### src/rtl/memmap_pkg.sv
package memmap_pkg;

   typedef enum logic {
      REG_PROG = 1'b0,
      REG_DATA = 1'b1
   } region_e;

   // Program word generator, evaluated at full 64-bit width; callers slice.
   function automatic logic [63:0] prog_word(input logic [63:0] seed,
                                             input logic [63:0] step,
                                             input logic [63:0] idx);
      return seed + idx * step;
   endfunction

endpackage

### src/rtl/memmap_decode.sv
module memmap_decode
   import memmap_pkg::*;
#(
   parameter int ADDR_W = 8,
   localparam int IDX_W = ADDR_W - 1
) (
   input  logic [ADDR_W-1:0] addr,
   input  logic              we,
   output region_e           region,
   output logic [IDX_W-1:0]  idx,
   output logic              data_we,
   output logic              port_we
);
   localparam logic [ADDR_W-1:0] TOP_ADDR = {ADDR_W{1'b1}};

   always_comb begin
      region  = addr[ADDR_W-1] ? REG_DATA : REG_PROG;
      idx     = addr[IDX_W-1:0];
      data_we = we && (region == REG_DATA);
      port_we = we && (addr == TOP_ADDR);
   end
endmodule

### src/rtl/memmap_rom.sv
module memmap_rom
   import memmap_pkg::*;
#(
   parameter int          DATA_W   = 16,
   parameter int          IDX_W    = 7,
   parameter logic [63:0] ROM_SEED = 64'hA5C3,
   parameter logic [63:0] ROM_STEP = 64'h0137
) (
   input  logic              clk,
   input  logic              rst,
   input  logic [IDX_W-1:0]  idx,
   output logic [DATA_W-1:0] q
);
   logic [63:0] word_full;

   always_comb word_full = prog_word(ROM_SEED, ROM_STEP, 64'(idx));

   always_ff @(posedge clk) begin
      if (rst) q <= '0;
      else     q <= word_full[DATA_W-1:0];
   end
endmodule

### src/rtl/memmap_ram.sv
module memmap_ram #(
   parameter int DATA_W    = 16,
   parameter int IDX_W     = 7,
   parameter bit WR_FIRST  = 1'b0,
   localparam int DEPTH    = 1 << IDX_W
) (
   input  logic              clk,
   input  logic              rst,
   input  logic              we,
   input  logic [IDX_W-1:0]  idx,
   input  logic [DATA_W-1:0] wdata,
   output logic [DATA_W-1:0] q
);
   logic [DATA_W-1:0] mem [DEPTH];

   always_ff @(posedge clk) begin
      if (we) mem[idx] <= wdata;
   end

   generate
      if (WR_FIRST) begin : g_write_first
         always_ff @(posedge clk) begin
            if (rst)     q <= '0;
            else if (we) q <= wdata;
            else         q <= mem[idx];
         end
      end else begin : g_read_first
         always_ff @(posedge clk) begin
            if (rst) q <= '0;
            else     q <= mem[idx];
         end
      end
   endgenerate
endmodule

### src/rtl/memmap_port.sv
module memmap_port #(
   parameter int DATA_W = 16
) (
   input  logic              clk,
   input  logic              rst,
   input  logic              we,
   input  logic [DATA_W-1:0] wdata,
   output logic [DATA_W-1:0] port
);
   always_ff @(posedge clk) begin
      if (rst)     port <= '0;
      else if (we) port <= wdata;
   end

   // a top-address store lands on the port one edge later
   a_r5_port_load: assert property (@(posedge clk) disable iff (rst)
      we |=> port == $past(wdata));

   // without a top-address store the port holds
   a_r6_port_hold: assert property (@(posedge clk) disable iff (rst)
      !we |=> $stable(port));
endmodule

### src/rtl/memmap_split.sv
module memmap_split
   import memmap_pkg::*;
#(
   parameter int          ADDR_W   = 8,
   parameter int          DATA_W   = 16,
   parameter logic [63:0] ROM_SEED = 64'hA5C3,
   parameter logic [63:0] ROM_STEP = 64'h0137,
   parameter bit          WR_FIRST = 1'b0
) (
   input  logic              clk,
   input  logic              rst,
   input  logic [ADDR_W-1:0] addr,
   input  logic [DATA_W-1:0] wdata,
   input  logic              we,
   output logic [DATA_W-1:0] rd_data,
   output logic [DATA_W-1:0] port_out
);
   localparam int IDX_W = ADDR_W - 1;

   generate
      if (ADDR_W < 2 || ADDR_W > 16) begin : g_bad_addr_w
         $error("memmap_split: ADDR_W must be in 2..16");
      end
      if (DATA_W < 1 || DATA_W > 64) begin : g_bad_data_w
         $error("memmap_split: DATA_W must be in 1..64");
      end
   endgenerate

   region_e           region, region_q;
   logic [IDX_W-1:0]  idx;
   logic              data_we, port_we;
   logic [DATA_W-1:0] prog_q, data_q;

   memmap_decode #(.ADDR_W(ADDR_W)) u_decode (
      .addr(addr), .we(we), .region(region), .idx(idx),
      .data_we(data_we), .port_we(port_we));

   memmap_rom #(.DATA_W(DATA_W), .IDX_W(IDX_W),
                .ROM_SEED(ROM_SEED), .ROM_STEP(ROM_STEP)) u_rom (
      .clk(clk), .rst(rst), .idx(idx), .q(prog_q));

   memmap_ram #(.DATA_W(DATA_W), .IDX_W(IDX_W), .WR_FIRST(WR_FIRST)) u_ram (
      .clk(clk), .rst(rst), .we(data_we), .idx(idx), .wdata(wdata), .q(data_q));

   memmap_port #(.DATA_W(DATA_W)) u_port (
      .clk(clk), .rst(rst), .we(port_we), .wdata(wdata), .port(port_out));

   always_ff @(posedge clk) begin
      if (rst) region_q <= REG_PROG;
      else     region_q <= region;
   end

   always_comb rd_data = (region_q == REG_DATA) ? data_q : prog_q;

   // storage write strobe only ever fires for upper-half addresses
   a_r4_data_region_only: assert property (@(posedge clk) disable iff (rst)
      data_we |-> addr[ADDR_W-1]);

   // a port store is also a storage store
   a_r5_port_also_data: assert property (@(posedge clk) disable iff (rst)
      port_we |-> data_we);

   // a program-half read appears one edge later
   a_r8_prog_latency: assert property (@(posedge clk) disable iff (rst)
      !addr[ADDR_W-1] |=> rd_data == $past(prog_q_next()));

   function automatic logic [DATA_W-1:0] prog_q_next();
      logic [63:0] w;
      w = ROM_SEED + 64'(addr[IDX_W-1:0]) * ROM_STEP;
      return w[DATA_W-1:0];
   endfunction
endmodule

### config.mk
export PLATFORM = sky130hd
export DESIGN_NAME = memmap_split
export DESIGN_NICKNAME = d
export VERILOG_FILES = /design/src/rtl/memmap_pkg.sv /design/src/rtl/memmap_decode.sv /design/src/rtl/memmap_rom.sv /design/src/rtl/memmap_ram.sv /design/src/rtl/memmap_port.sv /design/src/rtl/memmap_split.sv
export SDC_FILE = /design/constraint.sdc
export NUM_CORES = 2
export LEC_CHECK = 0
export CAP_MARGIN = 10
export CORE_MARGIN = 8
export CORE_UTILIZATION = 40
export CTS_CLUSTER_SIZE = 14
export DETAILED_ROUTE_END_ITERATION = 8
export DONT_BUFFER_PORTS = 1
export PLACE_DENSITY = 0.59
export REMOVE_ABC_BUFFERS = 1
export SYNTH_ARGS = -nofsm -noshare
export SYNTH_HDL_FRONTEND = slang
export SYNTH_SLANG_ARGS = --single-unit
### constraint.sdc
create_clock -name clk -period 7.39 [get_ports clk]
set_clock_uncertainty 0.1 [all_clocks]
set_input_delay 1.478 -clock clk [delete_from_list [all_inputs] [get_ports clk]]
set_output_delay 1.478 -clock clk [all_outputs]
set_load 0.005 [all_outputs]
==> summary.txt <==
Outcome
  – Outcome: completed

Critical path
  – Worst setup EP type: flip-flop
  – Crit path max fanout: ~170
  – Critical path class: primary input to flip-flop
  – Setup crit start kind: primary input
  – Reg2Reg Capture Point: u_ram.q[0]
  – CP peak stage delay: a little under 0.7 ns
  – Worst Path Buf+Inv: 5
  – Delay-heaviest family, CP: buffers and inverters
  – RR Startpoint: u_ram.mem[7][0]
  – Critical Path RT: 8.00 ns
  – Flop-to-flop setup slack: between 4 and 5 ns
  – Worst r2r path cells: 6
  – Cell with the largest stage delay on the worst path: buf_16
  – Worst-path cell chain: buf_16 -> buf_16 -> buf_16 -> inv_1 -> fa_1 -> inv_1 -> fa_1 -> fa_1 -> ha_1 -> or4_1 -> o22a_1 -> a221oi_1 -> mux2_2
  – WP data arrival: approximately 7.2 ns

Power and ir drop
  – Power Total: approximately 25 mW
  – Peak supply drop: between 0.2 and 0.25 mV
  – LEAKAGE: 29.1 nW
  – Power Dens Cells: between 200 and 300 nW/um2

Worst hold path
  – Worst hold stages: 2
  – Hold_sp: u_port.port[8]
  – Hold EP: u_port.port[8]
  – Worst min path class: flip-flop to flip-flop

Synth
  – Post-synthesis sequential area ratio: between 70% and 80%
  – Most used DFF post-synth: edfxtp_1
  – Syn Std Cell Area: ~81000 um2
  – Leading area contributor after synthesis: edfxtp_1
  – Post-synthesis register bit count: between 2000 and 2500
  – Yosys Warn Count: 0
  – Dominant cells by area after synthesis: edfxtp_1 76%, mux4_2 12%, mux2i_1 3.0%
  – Async SR Flop Fraction: 0%
  – Syn Inst Count: 3876
  – Post-synth EDFFs: 2048
  – Synth cell types: 49
  – Post-synth top area share: about three quarters
  – Count leader, synth: edfxtp_1
  – Syn_area_per_cell: roughly 21 um2
  – Post-synth top cells: 2048 x edfxtp_1, 416 x mux4_2, 241 x mux2i_1, 164 x nor2_1, 132 x nand2_1

Placed design
  – Gpl congestion: around 0.82
  – DP HPWL: between 100000 and 150000 um
  – Port-buffer cells: 0

Global routing
  – First-pass GRT wire length: around 290000 um
  – Vias in the first global route: 39068
  – Antenna violations before repair: 1
  – Total grt overflow: 0
  – Pin count of the biggest net entering global routing: about 430
  – Total GRT Usage: approximately 18%

Clock tree
  – Worst-Skew Late Latency: approximately 0.87 ns
  – Clock root buffer: clkbuf_16
  – CTS Hold Buffers Added: 0
  – Clock slew at reported path FFs: 0.07 ns
  – CTS Sinks: around 2100
  – Htree depth: 4
  – TritonCTS buffer count: just over 200
  – CTS max path bufs: 3
  – Post-CTS resize count: 0
  – TritonCTS clock tree: built
  – Postcts setup bufs: 0

Floorplan
  – Die width: 467 um
  – Die H: around 470 um
  – Initial core utilization: approximately two fifths
  – Io pins: 59
  – Core box area: 202000 um2
  – # rows: about 170
  – Die area: roughly 220000 um2

Timing
  – Fin crit share: roughly nine tenths
  – Fmax: between 150 and 200 MHz
  – Setup TNS: 0 ns
  – # setup viols final: 0
  – Rel. slew slack: under 10%
  – Min Clock Period, post-route: roughly 6.5 ns
  – Fin. Hold Viols: 0
  – RSZ-0062 raised after global routing: false
  – Max-slew violations: 0
  – Worst Max-Slew Pin Slew: 1.41 ns

Finish
  – Area delta synth->final: 12.9%
  – Final net count: 4130
  – Share of cells above drive strength 1: 22.2%
  – Fin util: 45.4%

Route
  – Detailed-router iteration count before antenna repair: 6
  – Wire per inst: 29.0 um
  – Antenna Nets Post-Route: 0
  – Initial DRC count: 4621
  – Vias: just under 40000
  – Total routed wirelength: approximately 200000 um
  – Vias/cell: 5.67
  – DRC viols: 0

Flow run
  – Max_cap viols: 0
## cells in the final DEF (no fill, tap or decap), types with 8 or more instances in the layout
master / instances
edfxtp_1: 2048
mux4_2: 416
mux2i_1: 241
clkbuf_16: 208
buf_4: 152
nor2_1: 137
nand2_1: 132
o221ai_1: 80
a22oi_1: 79
a21oi_1: 70
ha_1: 56
clkbuf_1: 51
dfxtp_1: 49
clkinv_1: 47
inv_1: 41
mux2_2: 36
o22ai_1: 34
a211oi_1: 34
nand4_1: 32
clkinv_2: 29
nor2_2: 25
nor3_1: 21
a221o_1: 16
a221oi_1: 16
bufinv_16: 16
fa_1: 15
o21ai_1: 14
nand3_1: 8
clkbuf_8: 8
## final cells by class
type / instances / area [um2]
Clock buffer: 267 / 5510
Inverter: 43 / 161
Multi-Input combinational cell: 1522 / 17600
Sequential cell: 2097 / 62500
Fill cell: 16773 / 110000
Clock inverter: 115 / 1190
Tap cell: 2672 / 3340
Timing Repair Buffer: 161 / 1370
Antenna cell: 2 / 5.00
## per-layer routing
metal	GRT usage [%]	wire length (um)	up-vias
met3	3.39	13500	223
met1	26.2	87800	20993
li1	-	-	16447
met2	27.7	93300	1310
met4	4.98	5000	0
met5	0	0	-
## report_power, final
group	total, mW	switching (mW)	internal, mW
Sequential	13.1	0.0276	13.1
Clock	10.3	4.49	5.84
Combinational	1.19	0.688	0.504
## kinds of logic after synthesis
kind of cell               count (synthesis)  synth area share, %
and+or+nand+nor                          391                 2.08
adders and majority gates                 71                 1.23
DFF                                     2097                 76.9
xor gates and xnor gates                   4               0.0431
muxes                                    693                 15.0
AOI/OAI and AO/OA                        363                 3.22
buffers and inverters                    257                 1.49
## worst min-delay path: stages, from the launching register on
cell,delay (ns)
dfxtp_1,0.33
mux2i_1,0.12
nor2_1,0.05
## flip-flops by register name, indices dropped and copies added (netlist names)
signal	cells
region_q	1
u_ram.mem	2048
u_ram.q	16
u_rom.q	16
u_port.port	16
## how the worst max path moves through the flow
stage,start,endpoint,slack [ns],cells after the start
after CTS,addr[1],u_rom.q[14],1.21,12
after floorplan,addr[3],u_ram.q[0],1.47,6
final,addr[1],u_rom.q[14],0.86,13
after global routing,addr[1],u_rom.q[14],0.78,13
after global placement,addr[1],u_rom.q[14],0.32,12
after detailed placement,addr[1],u_rom.q[14],0.31,12
## through the flow
| stage | cell area [um2] | hold WS (ns) | setup slack (ns) | cells |
|---|---|---|---|---|
| final | 91700 | 0.438 | 0.859 | 6879 |
| after detailed placement | 84900 | 0.432 | 0.307 | 6491 |
| after global placement | 84900 | 0.424 | 0.316 | 6491 |
| after global routing | 91700 | 0.470 | 0.779 | 6878 |
| after CTS | 91600 | 0.446 | 1.21 | 6873 |
| after floorplan | 80200 | 0.385 | 1.47 | 3662 |
Note: power is estimated with default switching activity, not from simulation.
